## src/rtl/ptw_pkg.sv

```systemverilog
package ptw_pkg;
    localparam int ENT_W  = 64;
    localparam int VA_W   = 48;
    localparam int PA_W   = 52;
    localparam int IDX_W  = 9;
    localparam int LVLS   = 4;
    localparam int PG_SH  = 12;
    localparam int LVL_W  = $clog2(LVLS);

    localparam int B_PRES  = 0;
    localparam int B_WR    = 1;
    localparam int B_USR   = 2;
    localparam int B_ACC   = 5;
    localparam int B_LARGE = 7;
    localparam int B_ATTR  = 12;
    localparam int B_NX    = 63;

    typedef enum logic [1:0] {
        ACC_READ  = 2'd0,
        ACC_WRITE = 2'd1,
        ACC_FETCH = 2'd2
    } acc_e;

    typedef enum logic [1:0] {
        ST_IDLE,
        ST_READ,
        ST_WBACK
    } walk_st_e;

    typedef struct packed {
        logic nx;
        logic usr;
        logic wr;
    } perm_t;

    function automatic perm_t perm_fold(perm_t acc, perm_t cur);
        perm_t r;
        r.nx  = acc.nx | cur.nx;
        r.usr = acc.usr & cur.usr;
        r.wr  = acc.wr & cur.wr;
        return r;
    endfunction
endpackage

```

## src/rtl/ptw_addr_gen.sv

```systemverilog
module ptw_addr_gen #(
    parameter int VA_BITS  = ptw_pkg::VA_W,
    parameter int PA_BITS  = ptw_pkg::PA_W,
    parameter int IDX_BITS = ptw_pkg::IDX_W,
    parameter int OFF_BITS = ptw_pkg::PG_SH,
    parameter int LV_BITS  = ptw_pkg::LVL_W
) (
    input  logic [VA_BITS-1:OFF_BITS]  va_hi,
    input  logic [LV_BITS-1:0]         lvl,
    input  logic [PA_BITS-1:OFF_BITS]  tbl,
    output logic [PA_BITS-1:0]         addr
);
    localparam int SCALE = 3;
    localparam int IDX_N = (VA_BITS - OFF_BITS) / IDX_BITS;

    logic [IDX_BITS-1:0] idx_sel [IDX_N];

    for (genvar g = 0; g < IDX_N; g++) begin : g_slice
        assign idx_sel[g] = va_hi[OFF_BITS + IDX_BITS*g +: IDX_BITS];
    end

    always_comb begin
        addr = {tbl, {(OFF_BITS-IDX_BITS-SCALE){1'b0}}, idx_sel[lvl], {SCALE{1'b0}}};
    end
endmodule

```

## src/rtl/ptw_entry_chk.sv

```systemverilog
module ptw_entry_chk
    import ptw_pkg::*;
#(
    parameter int PA_BITS  = ptw_pkg::PA_W,
    parameter int IDX_BITS = ptw_pkg::IDX_W,
    parameter int OFF_BITS = ptw_pkg::PG_SH,
    parameter int LV_BITS  = ptw_pkg::LVL_W,
    parameter int TOP_LVL  = ptw_pkg::LVLS - 1
) (
    input  logic [ENT_W-1:0]          ent,
    input  logic [LV_BITS-1:0]        lvl,
    input  logic                      nx_en,
    output logic                      present,
    output logic                      rsvd,
    output logic                      leaf,
    output logic                      accessed,
    output perm_t                     perm,
    output logic [PA_BITS-1:OFF_BITS] next_tbl
);
    logic             large_leaf;
    logic [ENT_W-1:0] low_mask;
    int               sh;

    always_comb begin
        present    = ent[B_PRES];
        accessed   = ent[B_ACC];
        next_tbl   = ent[PA_BITS-1:OFF_BITS];
        perm.nx    = ent[B_NX];
        perm.usr   = ent[B_USR];
        perm.wr    = ent[B_WR];
        large_leaf = ent[B_LARGE] && (int'(lvl) != 0) && (int'(lvl) != TOP_LVL);
        leaf       = (lvl == '0) || large_leaf;
        sh         = OFF_BITS + IDX_BITS * int'(lvl);
        low_mask   = ((ENT_W'(1) << sh) - ENT_W'(1)) & ~((ENT_W'(1) << (B_ATTR + 1)) - ENT_W'(1));
        rsvd       = (|ent[ENT_W-2:PA_BITS])
                   | (!nx_en && ent[B_NX])
                   | ((int'(lvl) == TOP_LVL) && ent[B_LARGE])
                   | (large_leaf && |(ent & low_mask));
    end
endmodule

```

## src/rtl/ptw_walker.sv

```systemverilog
module ptw_walker
    import ptw_pkg::*;
#(
    parameter int VA_BITS  = ptw_pkg::VA_W,
    parameter int PA_BITS  = ptw_pkg::PA_W,
    parameter int IDX_BITS = ptw_pkg::IDX_W,
    parameter int LEVELS   = ptw_pkg::LVLS
) (
    input  logic               clk,
    input  logic               rst,
    input  logic               req_valid,
    input  logic [63:0]        req_vaddr,
    input  logic [1:0]         req_acc,
    input  logic [63:0]        root_base,
    input  logic               nx_en,
    output logic               mem_req,
    output logic               mem_we,
    output logic [PA_BITS-1:0] mem_addr,
    output logic [63:0]        mem_wdata,
    input  logic               mem_ack,
    input  logic [63:0]        mem_rdata,
    output logic               busy,
    output logic               done,
    output logic               fault,
    output logic               gp_fault,
    output logic [3:0]         fault_code,
    output logic [63:0]        leaf_entry,
    output logic [1:0]         page_size,
    output logic [PA_BITS-1:0] phys_addr,
    output logic               perm_nx,
    output logic               perm_user,
    output logic               perm_write
);
    localparam int LV_BITS = $clog2(LEVELS);
    localparam int TOP     = LEVELS - 1;

    walk_st_e                 st;
    logic [LV_BITS-1:0]       lvl;
    logic [VA_BITS-1:0]       va_q;
    logic [1:0]               acc_q;
    logic [PA_BITS-1:PG_SH]   tbl_q;
    logic [63:0]              wb_q;
    perm_t                    pm_q;

    logic                     e_present, e_rsvd, e_leaf, e_acc;
    perm_t                    e_perm, pm_n;
    logic [PA_BITS-1:PG_SH]   e_next;
    logic [PA_BITS-1:0]       off_mask, pa_n;
    logic                     canon;

    ptw_addr_gen #(
        .VA_BITS(VA_BITS), .PA_BITS(PA_BITS), .IDX_BITS(IDX_BITS),
        .OFF_BITS(PG_SH), .LV_BITS(LV_BITS)
    ) u_addr (
        .va_hi (va_q[VA_BITS-1:PG_SH]),
        .lvl   (lvl),
        .tbl   (tbl_q),
        .addr  (mem_addr)
    );

    ptw_entry_chk #(
        .PA_BITS(PA_BITS), .IDX_BITS(IDX_BITS), .OFF_BITS(PG_SH),
        .LV_BITS(LV_BITS), .TOP_LVL(TOP)
    ) u_chk (
        .ent      (mem_rdata),
        .lvl      (lvl),
        .nx_en    (nx_en),
        .present  (e_present),
        .rsvd     (e_rsvd),
        .leaf     (e_leaf),
        .accessed (e_acc),
        .perm     (e_perm),
        .next_tbl (e_next)
    );

    always_comb begin
        canon     = (&req_vaddr[63:VA_BITS-1]) | ~(|req_vaddr[63:VA_BITS-1]);
        pm_n      = perm_fold(pm_q, e_perm);
        off_mask  = (PA_BITS'(1) << (PG_SH + IDX_BITS * int'(lvl))) - PA_BITS'(1);
        pa_n      = (mem_rdata[PA_BITS-1:0] & ~off_mask) | (PA_BITS'(va_q) & off_mask);
        mem_req   = (st == ST_READ) || (st == ST_WBACK);
        mem_we    = (st == ST_WBACK);
        mem_wdata = wb_q;
        busy      = (st != ST_IDLE);
    end

    always_ff @(posedge clk) begin
        if (rst) begin
            st         <= ST_IDLE;
            lvl        <= '0;
            va_q       <= '0;
            acc_q      <= '0;
            tbl_q      <= '0;
            wb_q       <= '0;
            pm_q       <= '0;
            done       <= 1'b0;
            fault      <= 1'b0;
            gp_fault   <= 1'b0;
            fault_code <= '0;
            leaf_entry <= '0;
            page_size  <= '0;
            phys_addr  <= '0;
            perm_nx    <= 1'b0;
            perm_user  <= 1'b0;
            perm_write <= 1'b0;
        end else begin
            done <= 1'b0;
            unique case (st)
                ST_IDLE: if (req_valid) begin
                    fault      <= 1'b0;
                    gp_fault   <= 1'b0;
                    fault_code <= '0;
                    va_q       <= req_vaddr[VA_BITS-1:0];
                    acc_q      <= req_acc;
                    if (!canon) begin
                        done     <= 1'b1;
                        fault    <= 1'b1;
                        gp_fault <= 1'b1;
                    end else begin
                        st    <= ST_READ;
                        lvl   <= LV_BITS'(TOP);
                        tbl_q <= root_base[PA_BITS-1:PG_SH];
                        pm_q  <= '{nx: 1'b0, usr: 1'b1, wr: 1'b1};
                    end
                end
                ST_READ: if (mem_ack) begin
                    if (!e_present || e_rsvd) begin
                        st         <= ST_IDLE;
                        done       <= 1'b1;
                        fault      <= 1'b1;
                        fault_code <= {acc_q == ACC_FETCH, e_present & e_rsvd,
                                       acc_q == ACC_WRITE, e_present};
                    end else if (e_leaf) begin
                        st         <= ST_IDLE;
                        done       <= 1'b1;
                        leaf_entry <= mem_rdata;
                        page_size  <= 2'(lvl);
                        phys_addr  <= pa_n;
                        perm_nx    <= pm_n.nx;
                        perm_user  <= pm_n.usr;
                        perm_write <= pm_n.wr;
                    end else begin
                        pm_q <= pm_n;
                        if (!e_acc) begin
                            wb_q <= mem_rdata | (64'd1 << B_ACC);
                            st   <= ST_WBACK;
                        end else begin
                            tbl_q <= e_next;
                            lvl   <= lvl - 1'b1;
                        end
                    end
                end
                ST_WBACK: if (mem_ack) begin
                    tbl_q <= wb_q[PA_BITS-1:PG_SH];
                    lvl   <= lvl - 1'b1;
                    st    <= ST_READ;
                end
                default: st <= ST_IDLE;
            endcase
        end
    end


    req_hold_chk: assert property (@(posedge clk) disable iff (rst)
        (mem_req && !mem_ack) |=> (mem_req && $stable(mem_addr) && $stable(mem_we)));


    entry_align_chk: assert property (@(posedge clk) disable iff (rst)
        mem_req |-> (mem_addr[2:0] == 3'b000));


    gp_nomem_chk: assert property (@(posedge clk) disable iff (rst)
        (done && gp_fault) |-> (fault && !$past(mem_req)));


    wb_flag_chk: assert property (@(posedge clk) disable iff (rst)
        (mem_req && mem_we) |-> (mem_wdata[B_ACC] && mem_wdata[B_PRES]));


    rsvd_code_chk: assert property (@(posedge clk) disable iff (rst)
        (done && fault_code[2]) |-> (fault && fault_code[0]));


    done_pulse_chk: assert property (@(posedge clk) disable iff (rst)
        done |=> !done);
endmodule

```

## config.mk

```make
export PLATFORM = sky130hd
export DESIGN_NAME = ptw_walker
export DESIGN_NICKNAME = d
export VERILOG_FILES = /design/src/rtl/ptw_pkg.sv /design/src/rtl/ptw_addr_gen.sv /design/src/rtl/ptw_entry_chk.sv /design/src/rtl/ptw_walker.sv
export SDC_FILE = /design/constraint.sdc
export NUM_CORES = 1
export LEC_CHECK = 0
export BUFFER_PORTS_ARGS = -buffer_cell sky130_fd_sc_hd__buf_2
export CORE_AREA = 2 2 172 174
export CTS_BUF_LIST = sky130_fd_sc_hd__clkbuf_4 sky130_fd_sc_hd__clkbuf_8
export DETAILED_ROUTE_END_ITERATION = 16
export DIE_AREA = 0 0 174 176
export PLACE_DENSITY = 0.74
export SLEW_MARGIN = 20
export SYNTH_ARGS = -nofsm -noshare
export SYNTH_HDL_FRONTEND = slang
export SYNTH_SLANG_ARGS = --single-unit
```

## constraint.sdc

```tcl
create_clock -name clk -period 3.5 [get_ports clk]
set_input_delay 0.35 -clock clk [delete_from_list [all_inputs] [get_ports clk]]
set_output_delay 0.35 -clock clk [all_outputs]
set_load 0.01 [all_outputs]
```

==> results.ini <==
[floorplan]
pin_count=446
rows=62
initial_core_util_pct=43.9
coreArea_mm2=0.0285
die_h_um=176
dieArea_mm2=0.0306
die_w_um=174

[setup_path]
cp.arrival_ns=3.82
start_kind=flop
crit_type=reg2reg
worstPathMaxFanout=14
worstPathRequired_ns=3.98
slowest_delay_ns=0.35
r2r_slack_ns=0.16
worstPathCellList=inv_1, ha_4, nor3b_4, nand2_1, ha_1, or2_4, a21o_1, a31oi_1, nand4_1, buf_4, o41ai_4, buf_6, buf_4, clkbuf_16, nand3_1, a21oi_1
crit_path_frequent_cell=buf_4
cp_slowest_cell=dfxtp_2
end_kind=flop

[min_path]
hold_path_class=in2reg

[pwr]
intPower_uw=6940
p_comb_share_pct=33.1
clkPwrFrac_pct=31.5
leakage_uw=0.00686
p_per_area_mw_per_mm2=649
pwr-share-seq_pct=35.4
vdd_drop_max_uv=422
swShare_pct=35.0
power_switching_uw=3740

[drt]
drtIter0Drc=1174
drc=0
drt-wirelength-per-cell_um=20.9
wl_um=49300
vias=13400
drt_first_pass_iters=7
viasPerCell=5.66
antenna_left=0

[job]
max_cap_viol_count=0

[final_layout]
layout_commonest_cell=buf_2
fin_util_pct=57.7
mostFrequentLayoutCells=buf_2 (416), nand2_1 (307), dfxtp_1 (287)
drive_gt1_share_pct=32.7
fin_cells=2362
area_delta_synth_final_pct=31.3
nNetsFinal=2152

[synth]
synth_compound_area_share_pct=22.4
synth_cell_types=62
synth-xor-area-share_pct=0.279
synth_top_area_share_pct=46.1
synth_area_leader_cell=dfxtp_1
synthTopCellsByArea=dfxtp_1 (46%), a21oi_1 (10%), nand2_1 (9.2%), o21ai_0 (4.9%), nand3_1 (4.4%)
synth_edf_count=0
synth_top_family_by_area=compound AO/OA/AOI/OAI gates
synthesis.area_mm2=0.0125
syn_area_per_cell_um2=8.11
synth_ff_type=dfxtp_1
syn_inst=1546
yosysWarnings=0
yosys.area_share.simple_pct=19.1
ys_seq_elements=289
synth_fa_ha_area_share_pct=1.50
synthArstFlopShare_pct=0
yosysSeqAreaShare_pct=46.1
synth_mux_area_share_pct=5.63

[timing]
setup_ws_ns=0.156
holdWs_ns=0.0194
relSlewSlack_pct=23.5
setup_viol=0
final-hold-violation-count=0
min_period_over_period_pct=95.5
fmax_mhz=299
clock_skew_ns=0.0175
tightest_slew_ns=1.15
post-route-min-period_ns=3.34
drv_slew=0

[global_routing]
overflow=0
gr-usage-all-layers_pct=30.3
grt_max_degree=170
antenna_found_initial=5
grt_pass1_vias=12500
grt_pass1_wl_um=73000

[clocking]
cts-htree-levels=2
clock-sinks=289
path_clk_slew_ns=0.07
cts_tree=built
clk_latency_ns=0.57
cts-root-buf=clkbuf_8
numCtsBuffers=48
clockBufferDepth=3

[placement]
placedCellCount=2261
dpl.hpwl_um=33500
gp_congestion=0.960
dp_slack_ns=-0.125
io_buffers=418

[outcome]
outcome=completed

worst paths after layout:
check,start,end,cells after the start
worst max-delay path,lvl[0],leaf_entry[31],16
worst min-delay path,req_vaddr[36],va_q[36],3
worst max register to register,lvl[0],leaf_entry[31],16
worst min register to register,va_q[5],va_q[5],2
routing by layer:
layer | part of all wire [%] | vias up | GRT usage, %
met3 | 9.1 | 92 | 6.98
li1 | - | 6243 | -
met1 | 41 | 6337 | 38.5
met2 | 47 | 707 | 51.3
met4 | 2.9 | 0 | 9.66
met5 | 0 | - | 0
logic make-up (layout without fill, tap and decap cells):
family / count (synthesis) / after routing
AND/OR/NAND/NOR: 533 / 533
flip-flops: 289 / 289
other: 2 / 8
XOR/XNOR: 4 / 4
adder cells (fa/ha/maj): 15 / 15
buffers and inverters: 152 / 578
multiplexers: 54 / 54
AO/OA/AOI/OAI: 497 / 497
repair_timing:
item | in CTS | in global routing
gates cloned | 1 | 3
endpoints found under the setup margin | 11 | 121
resized for setup | 1 | 19
hold buffers | 3 | 0
buffers inserted | 1 | 3
endpoints found under the hold margin | 3 | 0
pin swaps | 1 | 14
synth_stat cells, drive strengths merged, types with 2 or more instances:
| library cell | instances |
|---|---|
| nand2 | 308 |
| dfxtp | 289 |
| a21oi | 262 |
| o21ai | 123 |
| clkbuf | 112 |
| nand3 | 110 |
| mux2 | 42 |
| a22oi | 41 |
| o211ai | 41 |
| buf | 29 |
| nor2 | 27 |
| and2 | 25 |
| ha | 15 |
| nand4 | 12 |
| inv | 11 |
| nor3 | 11 |
| mux4 | 9 |
| nor4 | 9 |
| or4 | 5 |
| a211oi | 4 |
| nand2b | 4 |
| nand4b | 4 |
| nor2b | 4 |
| o41ai | 4 |
| and3 | 3 |
| mux2i | 3 |
| a211o | 2 |
| a22o | 2 |
| a311oi | 2 |
| a31oi | 2 |
| conb | 2 |
| nor4b | 2 |
| o31ai | 2 |
| or2 | 2 |
| xnor2 | 2 |
| xor2 | 2 |
sequential cells by signal, summed over array words and instances, names as in the netlist:
signal and cells:
acc_q 2, done 1, fault 1, fault_code 4, gp_fault 1, leaf_entry 64
lvl 2, mem_wdata 64, page_size 2, perm_nx 1, perm_user 1, perm_write 1
phys_addr 52, pm_q 3, st 2, tbl_q 40, va_q 48
layout make-up:
cell class              count  area (um^2)
fillers                  2638        12100
multi-input cells        1107         6250
flip-flops and latches    289         5790
repair buffers            481         2800
clock buffers              75          963
well taps                 384          480
clock inverters            11          130
inverters                  11         43.8
diodes                      4         10.0
per-stage QoR:
step	area, um^2	setup TNS [ns]	power, uW
6_report	16500	0	10700
5_1_grt	16500	-0.214	11200
4_1_cts	16300	0	10600
3_5_place_dp	15100	-1.28	7250
3_3_place_gp	15100	0	7210
2_1_floorplan	12600	0	5920
worst max-delay path: cells and delay by family, from the launching register on:
kind	cells	cell delay (ns)
adders and majority gates	2	0.48
and+or+nand+nor	5	0.78
buffers and inverters	5	0.78
DFF	1	0.35
AOI/OAI and AO/OA	4	0.86
power groups by stage:
stage / registers [uW] / clock network (uW) / logic [uW]
floorplan: 3890 / 0 / 2030
finish: 3790 / 3360 / 3540
CTS: 3780 / 3410 / 3420
detailed placement: 3850 / 0 / 3400
global placement: 3840 / 0 / 3370
global route: 3820 / 3550 / 3790
(Power assumes the default switching activity.)
